$ cat src/rtl/bsc_pkg.sv
package bsc_pkg;

    localparam logic [7:0] OPC_LDPTR  = 8'h90;
    localparam logic [7:0] OPC_STORE  = 8'hF0;
    localparam logic [7:0] OPC_INCPTR = 8'hA3;
    localparam logic [7:0] OPC_CLRA   = 8'hE4;
    localparam logic [7:0] OPC_INCA   = 8'h04;
    localparam logic [7:0] OPC_SJMP   = 8'h80;
    localparam logic [4:0] OPC_LDREG_HI = 5'b01111;  // 78h..7Fh
    localparam logic [4:0] OPC_DJNZ_HI  = 5'b11011;  // D8h..DFh

    typedef enum logic [2:0] {
        ST_FETCH,
        ST_DECODE,
        ST_OPND1,
        ST_OPND2,
        ST_EXEC,
        ST_WB,
        ST_HALT
    } state_t;

    typedef enum logic [3:0] {
        K_LDPTR,
        K_LDREG,
        K_STORE,
        K_INCPTR,
        K_DJNZ,
        K_CLRA,
        K_INCA,
        K_SJMP,
        K_BAD
    } opkind_t;

    typedef struct packed {
        opkind_t    kind;
        logic [1:0] nopnd;
        logic [2:0] rsel;
    } dec_t;

endpackage

$ cat src/rtl/bsc_decode.sv
module bsc_decode
    import bsc_pkg::*;
(
    input  logic [7:0] opcode,
    output dec_t       dec
);

    always_comb begin
        dec.rsel  = opcode[2:0];
        dec.nopnd = 2'd0;
        dec.kind  = K_BAD;
        if (opcode[7:3] == OPC_LDREG_HI) begin
            dec.kind  = K_LDREG;
            dec.nopnd = 2'd1;
        end else if (opcode[7:3] == OPC_DJNZ_HI) begin
            dec.kind  = K_DJNZ;
            dec.nopnd = 2'd1;
        end else begin
            unique case (opcode)
                OPC_LDPTR: begin
                    dec.kind  = K_LDPTR;
                    dec.nopnd = 2'd2;
                end
                OPC_STORE:  dec.kind = K_STORE;
                OPC_INCPTR: dec.kind = K_INCPTR;
                OPC_CLRA:   dec.kind = K_CLRA;
                OPC_INCA:   dec.kind = K_INCA;
                OPC_SJMP: begin
                    dec.kind  = K_SJMP;
                    dec.nopnd = 2'd1;
                end
                default:    dec.kind = K_BAD;
            endcase
        end
    end

endmodule

$ cat src/rtl/bsc_regfile.sv
module bsc_regfile #(
    parameter int NREG = 8,
    parameter int DW   = 8,
    localparam int SW  = $clog2(NREG)
) (
    input  logic          clk,
    input  logic          rst,
    input  logic          we,
    input  logic [SW-1:0] sel,
    input  logic [DW-1:0] wdata,
    output logic [DW-1:0] rdata
);

    logic [DW-1:0] regs [NREG];

    for (genvar g = 0; g < NREG; g++) begin : g_reg
        always_ff @(posedge clk) begin
            if (rst)
                regs[g] <= '0;
            else if (we && sel == SW'(g))
                regs[g] <= wdata;
        end
    end

    assign rdata = regs[sel];

    // a write lands in the selected register
    a_r4_write_lands: assert property (@(posedge clk) disable iff (rst)
        we |=> regs[$past(sel)] == $past(wdata));

endmodule

$ cat src/rtl/bsc_ptr.sv
module bsc_ptr #(
    parameter int AW = 16
) (
    input  logic          clk,
    input  logic          rst,
    input  logic          load,
    input  logic [AW-1:0] load_val,
    input  logic          inc,
    output logic [AW-1:0] ptr
);

    always_ff @(posedge clk) begin
        if (rst)
            ptr <= '0;
        else if (load)
            ptr <= load_val;
        else if (inc)
            ptr <= ptr + AW'(1);
    end

    // increment carries across the full width
    a_r6_inc_carry: assert property (@(posedge clk) disable iff (rst)
        (inc && !load) |=> ptr == $past(ptr) + AW'(1));

    // a load takes the assembled value
    a_r3_load_value: assert property (@(posedge clk) disable iff (rst)
        load |=> ptr == $past(load_val));

endmodule

$ cat src/rtl/byte_seq_core.sv
module byte_seq_core
    import bsc_pkg::*;
#(
    parameter int AW   = 16,
    parameter int DW   = 8,
    parameter int NREG = 8,
    localparam int SW  = $clog2(NREG)
) (
    input  logic          clk,
    input  logic          rst,
    output logic [AW-1:0] rom_addr,
    input  logic [DW-1:0] rom_data,
    output logic [AW-1:0] wr_addr,
    output logic [DW-1:0] wr_data,
    output logic          wr_en,
    output logic          halted
);

    state_t        state, state_nx;
    logic [AW-1:0] pc;
    logic [DW-1:0] opc, op1, op2, acc, res_q;
    logic          take_q;
    dec_t          dec;
    logic [DW-1:0] rn;
    logic [DW-1:0] rn_dec;
    logic [AW-1:0] dptr;
    logic          reg_we, ptr_load, ptr_inc, in_wb;

    bsc_decode u_dec (
        .opcode (opc),
        .dec    (dec)
    );

    assign in_wb  = (state == ST_WB);
    assign reg_we = in_wb && (dec.kind == K_LDREG || dec.kind == K_DJNZ);
    assign ptr_load = in_wb && dec.kind == K_LDPTR;
    assign ptr_inc  = in_wb && dec.kind == K_INCPTR;
    assign rn_dec   = rn - DW'(1);

    bsc_regfile #(.NREG(NREG), .DW(DW)) u_rf (
        .clk   (clk),
        .rst   (rst),
        .we    (reg_we),
        .sel   (dec.rsel[SW-1:0]),
        .wdata (res_q),
        .rdata (rn)
    );

    bsc_ptr #(.AW(AW)) u_ptr (
        .clk      (clk),
        .rst      (rst),
        .load     (ptr_load),
        .load_val (AW'({op1, op2})),
        .inc      (ptr_inc),
        .ptr      (dptr)
    );

    // next-state logic
    always_comb begin
        state_nx = state;
        unique case (state)
            ST_FETCH:  state_nx = ST_DECODE;
            ST_DECODE: begin
                if (dec.kind == K_BAD)    state_nx = ST_HALT;
                else if (dec.nopnd != 0)  state_nx = ST_OPND1;
                else                      state_nx = ST_EXEC;
            end
            ST_OPND1:  state_nx = (dec.nopnd == 2'd2) ? ST_OPND2 : ST_EXEC;
            ST_OPND2:  state_nx = ST_EXEC;
            ST_EXEC:   state_nx = ST_WB;
            ST_WB:     state_nx = ST_FETCH;
            ST_HALT:   state_nx = ST_HALT;
            default:   state_nx = ST_HALT;
        endcase
    end

    // state register
    always_ff @(posedge clk) begin
        if (rst) state <= ST_FETCH;
        else     state <= state_nx;
    end

    // datapath registers
    always_ff @(posedge clk) begin
        if (rst) begin
            pc     <= '0;
            opc    <= '0;
            op1    <= '0;
            op2    <= '0;
            acc    <= '0;
            res_q  <= '0;
            take_q <= 1'b0;
        end else begin
            unique case (state)
                ST_FETCH: begin
                    opc <= rom_data;
                    pc  <= pc + AW'(1);
                end
                ST_OPND1: begin
                    op1 <= rom_data;
                    pc  <= pc + AW'(1);
                end
                ST_OPND2: begin
                    op2 <= rom_data;
                    pc  <= pc + AW'(1);
                end
                ST_EXEC: begin
                    unique case (dec.kind)
                        K_LDREG: res_q <= op1;
                        K_DJNZ:  res_q <= rn_dec;
                        K_CLRA:  res_q <= '0;
                        K_INCA:  res_q <= acc + DW'(1);
                        default: res_q <= acc;
                    endcase
                    take_q <= (dec.kind == K_SJMP) ||
                              (dec.kind == K_DJNZ && rn_dec != '0);
                end
                ST_WB: begin
                    if (dec.kind == K_CLRA || dec.kind == K_INCA)
                        acc <= res_q;
                    if (take_q)
                        pc <= pc + {{(AW-DW){op1[DW-1]}}, op1};
                end
                default: ;
            endcase
        end
    end

    // outputs
    always_comb begin
        rom_addr = pc;
        wr_addr  = dptr;
        wr_data  = acc;
        wr_en    = in_wb && dec.kind == K_STORE;
        halted   = (state == ST_HALT);
    end

    // store strobe lasts one clock
    a_r5_one_strobe: assert property (@(posedge clk) disable iff (rst)
        wr_en |=> !wr_en);

    // halt is sticky, freezes fetch address, blocks stores
    a_r10_halt_sticky: assert property (@(posedge clk) disable iff (rst)
        halted |=> halted);
    a_r10_addr_frozen: assert property (@(posedge clk) disable iff (rst)
        halted |=> $stable(rom_addr));
    a_r10_no_store: assert property (@(posedge clk) disable iff (rst)
        halted |-> !wr_en);

    // write-back always returns to fetch; operand cycles step the address
    a_r2_wb_to_fetch: assert property (@(posedge clk) disable iff (rst)
        state == ST_WB |=> state == ST_FETCH);
    a_r2_opnd_step: assert property (@(posedge clk) disable iff (rst)
        state == ST_OPND1 |=> rom_addr == $past(rom_addr) + AW'(1));

endmodule

$ cat config.mk
export PLATFORM = sky130hd
export DESIGN_NAME = byte_seq_core
export DESIGN_NICKNAME = d
export VERILOG_FILES = /design/src/rtl/bsc_pkg.sv /design/src/rtl/bsc_decode.sv /design/src/rtl/bsc_regfile.sv /design/src/rtl/bsc_ptr.sv /design/src/rtl/byte_seq_core.sv
export SDC_FILE = /design/constraint.sdc
export NUM_CORES = 1
export LEC_CHECK = 0
export BUFFER_PORTS_ARGS = -buffer_cell sky130_fd_sc_hd__buf_4
export CAP_MARGIN = 20
export CORE_MARGIN = 5
export CORE_UTILIZATION = 40
export CTS_CLUSTER_DIAMETER = 40
export DETAILED_ROUTE_END_ITERATION = 7
export GPL_ROUTABILITY_DRIVEN = 0
export RECOVER_POWER = 50
export SYNTH_ARGS = -nofsm -noshare
export SYNTH_HDL_FRONTEND = slang
export SYNTH_SLANG_ARGS = --single-unit
$ cat constraint.sdc
create_clock -name clk -period 8.1 [get_ports clk]
set_input_delay 1.62 -clock clk [delete_from_list [all_inputs] [get_ports clk]]
set_output_delay 1.62 -clock clk [all_outputs]
set_load 0.05 [all_outputs]
==> flow_summary.ini <==
[placed_design]
port_buffers = 51
post-dp-hpwl_um = 13800
post-place-cells = 1048

[clock_network]
clock-sinks = 143
cts_root_buf = clkbuf_16
post-cts-setup-buffers = 0
cts.repair.resized = 0
clock_latency_ps = 430
cts_buffer_depth = 2
numCtsBuffers = 17
postCtsHoldBufs = 0
htree_levels = 4
path_clk_slew_ps = 70
cts_tree = done

[yosys]
synth_top_family_by_area = simple AND/OR/NAND/NOR gates
synth-compound-area-share = 0.128
ys_types = 73
synth_top_cell_by_area = edfxtp_1
ys.flop_type = dfxtp_1
synth_nets = 802
netlist_instances = 772
synth_top_area_share = 0.248
ys_seq_elements = 143
yosys-mux-area-fraction = 0.104
synth_area_leaders = edfxtp_1, dfxtp_1, and2_1
ys_seq_area_frac = 0.452
syn_area_per_cell_um2 = 10.0
async_flop_share = 0
synth_simple_gate_area_frac = 0.229
synth-edff-count = 64
ys_warn_count = 0
synth_fa_ha_area_frac = 0.0333
synthesis.area_um2 = 7740
synth_xor_area_frac = 0.0215

[cells_and_area]
final_common_cell = nor2_1
fillers = 1871
diodes = 0
area_growth_pct = 12.4
stdcell_count = 1080
layout-drive-gt1-share = 0.118
final_cell_mix = nor2_1, dfxtp_1, and2_1
fin_util = 0.461
nets = 838

[die]
die_y_um = 149
rows = 50
die_x_um = 149
ios = 52
initial_core_util = 0.410
core-area_um2 = 18900
dieArea_um2 = 22200

[setup_path]
cp-end-kind = primary output
arrival_ps = 2980
path_max_fanout = 11
worst-path-buf-inv = 1
crit_required_ps = 6480
path_cells = nor2b_1 > and2_0 > and3_1 > o21ai_0 > nor4_1 > buf_4
crit_family = simple AND/OR/NAND/NOR gates
cp_num_cells = 6
reg2regPathDepth = 7
r2r_slack_ps = 3600
criticalPathCategory = flop to primary output
crit_slowest_cell = nor2b_1
slowest_delay_ps = 540
start_kind = flop

[route]
drc = 0
vias = 5887
via_per_inst = 5.45
ant_nets = 0
wl_um = 19800
wl_per_cell_um = 18.3
first_pass_iters = 5
drt-initial-drc-count = 387

[timing]
setup_viol = 0
finalHoldViolCount = 0
rsz0062_at_grt = no
tightest_slew_ps = 2530
timing.final.crit_share = 0.567
finalMaxSlewViolations = 29
setup-tns-final_ps = 0
slew-limit-headroom = -0.699
fin_skew_ps = 9.19
max_clock_freq_mhz = 218
finalCriticalPeriod_ps = 4600

[power_and_ir_drop]
leakage_nw = 3.17
powerDensity_nw_per_um2 = 222
ir_drop_uv = 147

[min_path]
hold_class = flop to flop
worstHoldPathCells = 2

[global_route]
grt-ovfl-total = 0
grt_pass1_vias = 5700
track_usage = 0.182
grt_max_degree = 75
grt_pass1_wl_um = 31600
grt_antenna_before_repair = 0

[flow_run]
cap_violations = 2

[status]
status = finished, violations left
failed_checks = capacitance limit, slew limit
-- layer usage --
metal  GRT usage  up-vias  wire, µm
met3      0.0419       22       944
met5           0        -         0
met2       0.295      134      9490
li1            -     2891         -
met1       0.247     2840      9110
met4      0.0490        0       266
-- Yosys cell counts (all sizes together), types with 5 or more instances --
cell,instances
a211oi,11
a21oi,54
a221oi,6
a31o,5
and2,69
and3,17
buf,22
clkbuf,18
dfxtp,79
edfxtp,64
ha,19
inv,8
mux2i,41
mux4,17
nand2,60
nand2b,9
nand3,29
nand4,5
nor2,83
nor2b,6
nor3,32
nor4,6
o21ai,37
o31ai,6
xnor2,13
xor2,6
-- final timing paths --
kind          startpoint            to
min          rom_addr[9]   rom_addr[9]
max             state[0]         wr_en
max reg2reg     state[0]  u_ptr.ptr[7]
min reg2reg  rom_addr[9]   rom_addr[9]
-- sequential cells by signal, summed over array words and instances (netlist names), named ones only --
register	count
op2	8
res_q	8
op1	8
state	3
opc	8
u_ptr.ptr	16
rom_addr	16
wr_data	8
take_q	1
u_rf.regs	64
-- metrics by stage --
step / instance area, µm² / power, mW / worst slack [ps] / hold slack, ps
2_1_floorplan: 7740 / 1.06 / 3720 / 458
3_3_place_gp: 8280 / 1.14 / 4170 / 466
3_5_place_dp: 8290 / 1.14 / 4130 / 467
4_1_cts: 8890 / 1.96 / 3660 / 479
5_1_grt: 8710 / 2.01 / 3130 / 485
6_report: 8710 / 1.93 / 3500 / 476
-- cells by family (layout without fill, tap and decap cells) --
kind of cell | Yosys count | count (layout)
flops | 143 | 143
mux | 58 | 58
fa+ha+maj | 20 | 20
compound gates | 149 | 149
simple gates | 335 | 335
buf+inv | 48 | 96
xor+xnor | 19 | 19
-- power by group --
| part | total (mW) | switching [mW] | leakage, nW | internal, mW |
|---|---|---|---|---|
| registers | 0.850 | 0.0633 | 1.30 | 0.787 |
| logic | 0.266 | 0.163 | 1.57 | 0.103 |
| clock network | 0.818 | 0.329 | 0.297 | 0.489 |
| total | 1.93 | 0.556 | 3.17 | 1.38 |
-- worst register-to-register path: cells and delay by family, from the launching register on --
kind	cells	cell delay, ps
AOI/OAI and AO/OA	4	2830
DFF	1	480
and+or+nand+nor	3	1080
-- final cells by class --
cell class / count / area, µm² / area share
Inverter: 8 / 30.0 / 0.00345
Clock buffer: 17 / 425 / 0.0489
Clock inverter: 14 / 181 / 0.0208
Tap cell: 260 / 325 / 0.0374
Sequential cell: 143 / 3500 / 0.402
Multi-Input combinational cell: 581 / 3970 / 0.456
Timing Repair Buffer: 57 / 274 / 0.0315
(Power assumes the default switching activity.)
